==> src/rtl/lsagu_pkg.sv <==
package lsagu_pkg;
  localparam int WORD_BYTES = 4;
  localparam int LANE_W     = 2;
  localparam int BYTE_W     = 8;

  // block start mode, encoded as {pre_idx, add_off}
  typedef enum logic [1:0] {
    BLK_DEC_AFTER  = 2'b00,
    BLK_INC_AFTER  = 2'b01,
    BLK_DEC_BEFORE = 2'b10,
    BLK_INC_BEFORE = 2'b11
  } blk_mode_e;
endpackage

==> src/rtl/lsagu_addr.sv <==
module lsagu_addr
  import lsagu_pkg::*;
#(
  parameter int AW       = 32,
  parameter int LIST_W   = 16,
  parameter int IMM_W    = 12,
  parameter int PC_AHEAD = 8
) (
  input  logic              blk,
  input  logic              pre,
  input  logic              up,
  input  logic              wback,
  input  logic              pc_rel,
  input  logic              off_is_reg,
  input  logic [IMM_W-1:0]  imm,
  input  logic [AW-1:0]     reg_off,
  input  logic [AW-1:0]     base,
  input  logic [LIST_W-1:0] list,
  output logic [AW-1:0]     eff,
  output logic              wb_en,
  output logic [AW-1:0]     wb_val
);
  localparam int CNT_W = $clog2(LIST_W + 1);
  localparam logic [AW-1:0] STEP = AW'(WORD_BYTES);

  logic [CNT_W-1:0] cnt;
  logic [AW-1:0]    span, base_adj, offs, idx_val;

  always_comb begin
    cnt = '0;
    for (int i = 0; i < LIST_W; i++) cnt = cnt + CNT_W'(list[i]);
  end

  assign span     = AW'(cnt) << 2;
  assign base_adj = base + (pc_rel ? AW'(PC_AHEAD) : '0);
  assign offs     = off_is_reg ? reg_off : AW'(imm);
  assign idx_val  = up ? base_adj + offs : base_adj - offs;

  always_comb begin
    if (blk) begin
      unique case (blk_mode_e'({pre, up}))
        BLK_DEC_BEFORE: eff = base_adj - span;
        BLK_DEC_AFTER:  eff = base_adj - span + STEP;
        BLK_INC_AFTER:  eff = base_adj;
        default:        eff = base_adj + STEP;
      endcase
      wb_en  = wback;
      wb_val = up ? base_adj + span : base_adj - span;
    end else begin
      eff    = pre ? idx_val : base_adj;
      wb_en  = !pre || wback;
      wb_val = idx_val;
    end
  end
endmodule

==> src/rtl/lsagu_seq.sv <==
module lsagu_seq
  import lsagu_pkg::*;
#(
  parameter int AW     = 32,
  parameter int LIST_W = 16,
  localparam int RW    = $clog2(LIST_W)
) (
  input  logic              clk,
  input  logic              rst,
  input  logic              start,
  input  logic              blk,
  input  logic              bytes,
  input  logic              load,
  input  logic [AW-1:0]     addr,
  input  logic [LIST_W-1:0] list,
  output logic              busy,
  output logic              done,
  output logic              req,
  output logic              we,
  output logic [AW-1:0]     req_addr,
  output logic [LANE_W-1:0] lane,
  output logic              byte_mode,
  output logic              word_end,
  output logic [RW-1:0]     cur_reg
);
  logic              busy_q, done_q, byte_q, load_q;
  logic [LIST_W-1:0] mask_q, low_bit;
  logic [AW-1:0]     waddr_q;
  logic [LANE_W-1:0] lane_q;

  always_comb begin
    cur_reg = '0;
    for (int i = LIST_W - 1; i >= 0; i--)
      if (mask_q[i]) cur_reg = RW'(i);
  end

  assign low_bit   = mask_q & (~mask_q + LIST_W'(1));
  assign req       = busy_q && (|mask_q);
  assign we        = req && !load_q;
  assign req_addr  = byte_q ? waddr_q : {waddr_q[AW-1:LANE_W], lane_q};
  assign word_end  = req && (byte_q || lane_q == {LANE_W{1'b1}});
  assign lane      = lane_q;
  assign byte_mode = byte_q;
  assign busy      = busy_q;
  assign done      = done_q;

  always_ff @(posedge clk) begin
    if (rst) begin
      busy_q  <= 1'b0;
      done_q  <= 1'b0;
      byte_q  <= 1'b0;
      load_q  <= 1'b0;
      mask_q  <= '0;
      waddr_q <= '0;
      lane_q  <= '0;
    end else begin
      done_q <= 1'b0;
      if (!busy_q) begin
        if (start) begin
          busy_q  <= 1'b1;
          mask_q  <= blk ? list : LIST_W'(1);
          byte_q  <= bytes && !blk;
          load_q  <= load;
          lane_q  <= '0;
          waddr_q <= (bytes && !blk) ? addr : {addr[AW-1:LANE_W], {LANE_W{1'b0}}};
        end
      end else if (!(|mask_q)) begin
        busy_q <= 1'b0;
        done_q <= 1'b1;
      end else if (word_end) begin
        lane_q  <= '0;
        mask_q  <= mask_q & ~low_bit;
        waddr_q <= waddr_q + AW'(WORD_BYTES);
        if ((mask_q & ~low_bit) == '0) begin
          busy_q <= 1'b0;
          done_q <= 1'b1;
        end
      end else begin
        lane_q <= lane_q + LANE_W'(1);
      end
    end
  end
endmodule

==> src/rtl/lsagu_ldpack.sv <==
module lsagu_ldpack
  import lsagu_pkg::*;
#(
  parameter int DW     = 32,
  parameter int RW     = 4
) (
  input  logic              clk,
  input  logic              rst,
  input  logic              capture,
  input  logic              word_end,
  input  logic              byte_mode,
  input  logic [LANE_W-1:0] lane,
  input  logic [BYTE_W-1:0] rdata,
  input  logic [RW-1:0]     reg_idx,
  output logic              ld_valid,
  output logic [DW-1:0]     ld_word,
  output logic [RW-1:0]     ld_reg
);
  logic [DW-1:0] acc_q;
  logic          vld_q;
  logic [RW-1:0] reg_q;

  always_ff @(posedge clk) begin
    if (rst) begin
      acc_q <= '0;
      vld_q <= 1'b0;
      reg_q <= '0;
    end else begin
      vld_q <= capture && word_end;
      if (capture) begin
        if (byte_mode) acc_q <= DW'(rdata);
        else           acc_q[lane*BYTE_W +: BYTE_W] <= rdata;
        if (word_end) reg_q <= reg_idx;
      end
    end
  end

  assign ld_valid = vld_q;
  assign ld_word  = acc_q;
  assign ld_reg   = reg_q;
endmodule

==> src/rtl/lsagu_top.sv <==
module lsagu_top
  import lsagu_pkg::*;
#(
  parameter int AW       = 32,
  parameter int DW       = 32,
  parameter int LIST_W   = 16,
  parameter int IMM_W    = 12,
  parameter int PC_AHEAD = 8,
  localparam int RW      = $clog2(LIST_W)
) (
  input  logic              clk,
  input  logic              rst,
  input  logic              start,
  input  logic              blk_mode,
  input  logic              pre_idx,
  input  logic              add_off,
  input  logic              byte_xfer,
  input  logic              wb_req,
  input  logic              load,
  input  logic              pc_rel,
  input  logic              off_is_reg,
  input  logic [IMM_W-1:0]  imm_off,
  input  logic [AW-1:0]     reg_off,
  input  logic [AW-1:0]     base_val,
  input  logic [LIST_W-1:0] reg_list,
  input  logic [DW-1:0]     st_data,
  input  logic [BYTE_W-1:0] bus_rdata,
  output logic              busy,
  output logic              done,
  output logic              bus_req,
  output logic              bus_we,
  output logic [AW-1:0]     bus_addr,
  output logic [BYTE_W-1:0] bus_wdata,
  output logic [RW-1:0]     xfer_reg,
  output logic              ld_valid,
  output logic [DW-1:0]     ld_word,
  output logic [RW-1:0]     ld_reg,
  output logic [AW-1:0]     eff_addr,
  output logic              wb_en,
  output logic [AW-1:0]     wb_val
);
  logic [AW-1:0]     eff_c, wbv_c, eff_q, wbv_q;
  logic              wbe_c, wbe_q, accept;
  logic [LANE_W-1:0] lane;
  logic              byte_mode, word_end;

  lsagu_addr #(.AW(AW), .LIST_W(LIST_W), .IMM_W(IMM_W), .PC_AHEAD(PC_AHEAD)) u_addr (
    .blk(blk_mode), .pre(pre_idx), .up(add_off), .wback(wb_req), .pc_rel(pc_rel),
    .off_is_reg(off_is_reg), .imm(imm_off), .reg_off(reg_off), .base(base_val),
    .list(reg_list), .eff(eff_c), .wb_en(wbe_c), .wb_val(wbv_c)
  );

  lsagu_seq #(.AW(AW), .LIST_W(LIST_W)) u_seq (
    .clk(clk), .rst(rst), .start(start), .blk(blk_mode), .bytes(byte_xfer),
    .load(load), .addr(eff_c), .list(reg_list), .busy(busy), .done(done),
    .req(bus_req), .we(bus_we), .req_addr(bus_addr), .lane(lane),
    .byte_mode(byte_mode), .word_end(word_end), .cur_reg(xfer_reg)
  );

  lsagu_ldpack #(.DW(DW), .RW(RW)) u_ld (
    .clk(clk), .rst(rst), .capture(bus_req && !bus_we), .word_end(word_end),
    .byte_mode(byte_mode), .lane(lane), .rdata(bus_rdata), .reg_idx(xfer_reg),
    .ld_valid(ld_valid), .ld_word(ld_word), .ld_reg(ld_reg)
  );

  assign accept    = start && !busy;
  assign bus_wdata = byte_mode ? st_data[BYTE_W-1:0] : st_data[lane*BYTE_W +: BYTE_W];

  always_ff @(posedge clk) begin
    if (rst) begin
      eff_q <= '0;
      wbv_q <= '0;
      wbe_q <= 1'b0;
    end else if (accept) begin
      eff_q <= eff_c;
      wbv_q <= wbv_c;
      wbe_q <= wbe_c;
    end
  end

  assign eff_addr = eff_q;
  assign wb_val   = wbv_q;
  assign wb_en    = wbe_q;
endmodule

==> config.mk <==
export PLATFORM = sky130hd
export DESIGN_NAME = lsagu_top
export DESIGN_NICKNAME = d
export VERILOG_FILES = /design/src/rtl/lsagu_pkg.sv /design/src/rtl/lsagu_addr.sv /design/src/rtl/lsagu_seq.sv /design/src/rtl/lsagu_ldpack.sv /design/src/rtl/lsagu_top.sv
export SDC_FILE = /design/constraint.sdc
export NUM_CORES = 1
export LEC_CHECK = 0
export BUFFER_PORTS_ARGS = -buffer_cell sky130_fd_sc_hd__buf_2
export CORE_ASPECT_RATIO = 1.1
export CORE_MARGIN = 2
export CORE_UTILIZATION = 40
export DETAILED_ROUTE_END_ITERATION = 7
export SETUP_SLACK_MARGIN = 0.3
export SYNTH_ARGS = -nofsm -noshare
export SYNTH_HDL_FRONTEND = slang
export SYNTH_HIERARCHICAL = 1
export SYNTH_SLANG_ARGS = --single-unit
==> constraint.sdc <==
create_clock -name clk -period 21.4 [get_ports clk]
set_input_delay 3.21 -clock clk [delete_from_list [all_inputs] [get_ports clk]]
set_output_delay 3.21 -clock clk [all_outputs]
set_load 0.05 [all_outputs]
* After elaboration in Yosys (flattened, before gate mapping) *
Cells that the tools add are included.

operators by class
  add/sub/neg operators = 26
  eq/ne operators = 5
  shift operators = 3
  mux-type cells = 51
  bitwise logic cells = 5
  reductions and logical operators = 23

operators with widths
  kind                                                                      count
  32-bit 2-to-1 mux                                                         11
  32-bit by 3-bit adder with 32-bit output (second input constant)          3
  32-bit one-hot mux with 3 select lines                                    1
  16-bit 2-to-1 mux                                                         5
  5-bit by 1-bit adder with 5-bit output                                    14
  4-bit 2-to-1 mux                                                          17
  32-bit adder                                                              2
  5-bit negation with 34-bit output                                         1
  8-bit by 34-bit variable shift with 32-bit output (first input constant)  1
  8-bit by 34-bit indexed part select with 32-bit output                    1
  32-bit by 7-bit adder with 32-bit output                                  1
  16-bit bitwise AND                                                        2
  32-bit bitwise mux                                                        1
  16-bit inverter                                                           2
  32-bit by 6-bit indexed part select with 8-bit output                     1
  32-bit subtractor                                                         1
  32-bit by 7-bit subtractor with 32-bit output                             1
  16-bit by 1-bit adder with 16-bit output (second input constant)          1
  16-bit zero test                                                          1
  16-bit OR reduction                                                       1
  2-bit 2-to-1 mux                                                          6
  1-bit 2-to-1 mux                                                          9
  8-bit 2-to-1 mux                                                          1
  1-bit logical AND                                                         7
  other kinds (14)                                                          22

storage, ports and cells
  register bits = 156
  bits of input ports = 143
  output and inout port bits = 150
  word-level logic and storage cells = 126

* Logic depth before layout (Yosys ltp) *
  depth in word-level cells = 22
  gate-level depth with buffers = 31
  mapped depth without buffers = 27

* Hierarchy *
The synthesis kept the hierarchy.

modules (own cells, without submodules)
  module        instances  cells each  area an instance (um^2)  sequential area each (um^2)
  lsagu_addr    1          1380        9255.1                   0.0
  lsagu_seq     1          483         3525.9                   1081.0
  lsagu_top     1          332         2580.0                   1301.2
  lsagu_ldpack  1          126         1402.6                   740.7

* Least setup slack after synthesis *
Ideal clock, no wire load.

  path type = input port to flip-flop
  start point = input port reg_list[0]
  end point = register u_seq.waddr_q[26]
  data arrival time = 9.320 ns
  path slack = 11.988 ns
  stages = 24
  buffers on the path = 1
  cell sequence = inv_1 > fa_1 > fa_1 > fa_1 > fa_1 > inv_1 > ha_1 > fa_1 > a21o_1 > and2_1 > ha_1 > clkbuf_8 > or4_1 > nand4_1 > nand3_1 > a211oi_1 > nor2b_1 > o2111ai_1 > nor4_2 > a211o_1 > and3_1 > nand2_1 > o31a_1 > o32ai_1

on the way
  word-level cells in the longest chain between the ends = 21

RTL lines
  what                                                      RTL line                            text
  start: declaration                                        lsagu_top.sv:25                     input logic [LIST_W-1:0] reg_list,
  1-bit by 1-bit adder with 2-bit output (*)                lsagu_addr.sv:31                    for (int i = 0; i < LIST_W; i++) cnt = cnt + CNT_W'(list[i]);
  5-bit by 1-bit adder with 5-bit output (*) (14 in a row)  lsagu_addr.sv:31
  32-bit by 7-bit subtractor with 32-bit output (*)         lsagu_addr.sv:42, lsagu_addr.sv:43
  32-bit by 3-bit adder with 32-bit output                  lsagu_addr.sv:43                    BLK_DEC_AFTER: eff = base_adj - span + STEP;
  32-bit one-hot mux with 3 select lines (*)                lsagu_addr.sv:41                    unique case (blk_mode_e'({pre, up}))
  32-bit 2-to-1 mux (*)                                     lsagu_addr.sv:40                    if (blk) begin
  net eff_c[26]                                             lsagu_top.sv:42                     logic [AW-1:0] eff_c, wbv_c, eff_q, wbv_q;
  32-bit 2-to-1 mux (*)                                     lsagu_seq.sv:59                     if (start) begin
  32-bit 2-to-1 mux (*)                                     lsagu_seq.sv:58                     if (!busy_q) begin
  end signal: assignment                                    lsagu_seq.sv:65                     waddr_q <= (bytes && !blk) ? addr : {addr[AW-1:LANE_W], {LANE_W{1'b0}}};
  end signal: assignment                                    lsagu_seq.sv:73                     waddr_q <= waddr_q + AW'(WORD_BYTES);
  end: declaration                                          lsagu_seq.sv:28                     logic [AW-1:0] waddr_q;

The timed path passes the listed nets; every way through them passes the cells marked *. The select of a mux whose other input is x is not followed.
A chain may end at the register's enable or synchronous reset.

* Worst setup path in the final report *
  start point = input port reg_list[0]
  end point = register u_seq.waddr_q[29]

Same word-level chain as after synthesis.

==> impl_metrics.yaml <==
clock_network:
  clock-sinks: 156
  hold_buffers: 0
  path_clk_slew_ps: 70
  post_cts_buffers: 0
  cts_tree: "built"
  cts_buffer_depth: 2
  cts_root_buf: "clkbuf_16"
  cts-htree-levels: 4
  clk_latency_ps: 490
  cts_buffers: 17
  postCtsResizedCells: 0
critical_path:
  cp_max_fo: 9
  crit_path_end_kind: "register"
  cpMostUsedCell: "fa_1"
  critPathBufInv: 4
  slowest_delay_ps: 570
  crit_family: "adder cells"
  crit_slowest_cell: "or4_4"
  start_kind: "input pin"
  crit_type: "input pin to register"
  required_ps: 21730
  arrival_ps: 10560
detailed_routing:
  viasPerCell: 6.054
  drtIter0Drc: 1872
  wl_per_cell_um: 22.50
  drc_errors: 0
  routed_wl_mm: 68.59
  vias: 18450
  ant_nets: 0
  drt_pass1_iterations: 8
cells_and_area:
  fillCellCount: 4310
  register_area_um2: 3124
  antenna_cells: 0
  num-nets-final: 2691
  multi_input_area_um2: 12260
  final_area_um2: 18720
  syn2layout_area_growth_pct: 11.67
  final_layout_size_suffix_gt1_share_pct: 17.68
grt:
  grt_max_degree: 97
  first_global_vias: 17310
  track_usage_pct: 30.86
  antenna_found_initial: 1
  grt_pass1_wl_mm: 102.5
  grt_overflow: 0
die:
  dieWidth_um: 199.2
  core_area_um2: 41280
  initial_core_util_pct: 40.61
  dieArea_um2: 43560
  die-height_um: 218.7
  row_count: 78
  pin_count: 293
logic_synthesis:
  ys_ff_latch: 156
  yosysUniqueCellTypes: 114
  avgSynthCellArea_um2: 7.223
  ys_top_cells_by_count: "273 x nand2_1, 224 x a21oi_1, 186 x nor2_1"
  ys_seq_area_share_pct: 18.63
  synthArstFlopShare_pct: 0
  ys.flop_type: "dfxtp_1"
  yosysWarningCount: 6
  synthTopCellsByArea: "dfxtp_1 19%, a21oi_1 6.7%, nand2_1 6.1%"
  synth_most_common_cell: "nand2_1"
  synth_area_leader_cell: "dfxtp_1"
  syn_inst: 2321
  synth_edf_count: 0
  synth.net_count: 2537
  syn_area_um2: 16760
  synth_top_area_share_pct: 18.63
placement:
  hpwl_mm: 53.35
  gp_congestion: 1.046
  portBuffers: 292
  dpl_cell_area_um2: 18100
pwr:
  max-vdd-ir-drop_mv: 0.05894
  p_leak_nw: 7.436
  powerDensity_nw_per_um2: 75.74
timing:
  min_period_ps: 10230
  setup_tns_ps: 0
  rsz0062_at_grt: "no"
  tightest_slew_ps: 1157
  hold_ws_ps: 451.5
  slew_headroom_pct: 20.84
  finalMaxSlewViolations: 0
  final_hold_viol_count: 0
  setup_viol: 0
  finClkSkew_ps: 10.36
  period_share_pct: 47.80
  fmax_ghz: 0.09776
hold_path:
  hold_path_class: "register to register"
run:
  maxCapViolCount: 0
status:
  status: "completed"
[worst reg2reg max path, cell delays in order (launching register included)]
cell and delay, ps:
dfxtp_1 390, or4_1 710, or4_4 660, nand2_1 190, nor2_1 70, nor2b_1 710
inv_1 180, nor4_4 550, a22o_1 240
[logic make-up after synthesis]
group / after synthesis / share of synthesized area [%]
buffers and inverters: 275 / 8.285
flip-flops: 156 / 18.63
XOR/XNOR: 155 / 8.255
multiplexers: 48 / 3.015
adder cells (fa/ha/maj): 75 / 6.150
AND/OR/NAND/NOR: 907 / 27.97
AO/OA/AOI/OAI: 705 / 27.69
[final cells by class]
type | instances | area share, %
well taps | 560 | 3.743
multi-input cells | 1890 | 65.50
repair buffers | 318 | 8.876
flip-flops and latches | 156 | 16.69
inverters | 92 | 1.885
clock inverters | 15 | 1.029
clock buffers | 17 | 2.273
[through the flow]
stage / total power [mW] / std cells / util (%) / worst slack (ps)
after floorplan: 0.8688 / 2321 / - / 11990
after global placement: 1.071 / 3016 / 43.85 / 11080
after detailed placement: 1.076 / 3016 / 43.85 / 10930
after CTS: 1.415 / 3048 / 45.34 / 11410
after global routing: 1.490 / 3048 / 45.34 / 10930
final: 1.418 / 3048 / 45.34 / 11170
[per-layer routing]
metal | vias to the layer above | part of all wire (%) | wire, µm | track usage, %
met1 | 8725 | 40 | 27680 | 37.12
met5 | - | 0.025 | 17 | 0
li1 | 8766 | - | - | -
met3 | 156 | 6.7 | 4629 | 4.676
met2 | 804 | 48 | 33110 | 53.38
met4 | 2 | 4.6 | 3160 | 15.02
[path summary, 6_finish.rpt]
| kind | from | end | slack (ps) | cells after the start |
|---|---|---|---|---|
| worst min-delay path | eff_addr[14] | eff_addr[14] | 450 | 2 |
| worst max-delay path | reg_list[0] | u_seq/waddr_q[29] | 11170 | 26 |
| worst max register to register | u_seq/mask_q[0] | u_ld/ld_word[25] | 17650 | 8 |
| worst min register to register | eff_addr[14] | eff_addr[14] | 450 | 2 |
[report_power, final]
part | total (mW) | switching (mW) | internal (mW)
clock network | 0.335 | 0.156 | 0.178
logic | 0.746 | 0.504 | 0.241
registers | 0.337 | 0.0232 | 0.314
[cells in the final DEF, fill, tap and decap left out, types with 18 or more instances in the layout]
master / synthesis / layout
o21ai_0: 124 / 124
nand2_1: 273 / 273
mux2i_1: 28 / 28
buf_2: 26 / 290
a31oi_1: 27 / 27
xnor2_1: 115 / 115
nor2b_1: 36 / 35
a22oi_1: 25 / 25
mux2_2: 20 / 20
xor2_1: 38 / 38
or3_1: 21 / 21
nor2_1: 186 / 186
nand2b_1: 28 / 27
nor3_1: 72 / 72
nand4_1: 31 / 31
o31ai_1: 19 / 19
o2bb2ai_1: 21 / 21
buf_4: 43 / 28
a22o_1: 19 / 19
a211oi_1: 31 / 31
ha_1: 60 / 60
nor4_1: 39 / 39
nand3_1: 73 / 73
dfxtp_1: 156 / 155
a21o_1: 27 / 27
and2_1: 18 / 18
and3_1: 29 / 29
inv_1: 84 / 84
a21oi_1: 224 / 224
Power figures use the tool's default switching activity.
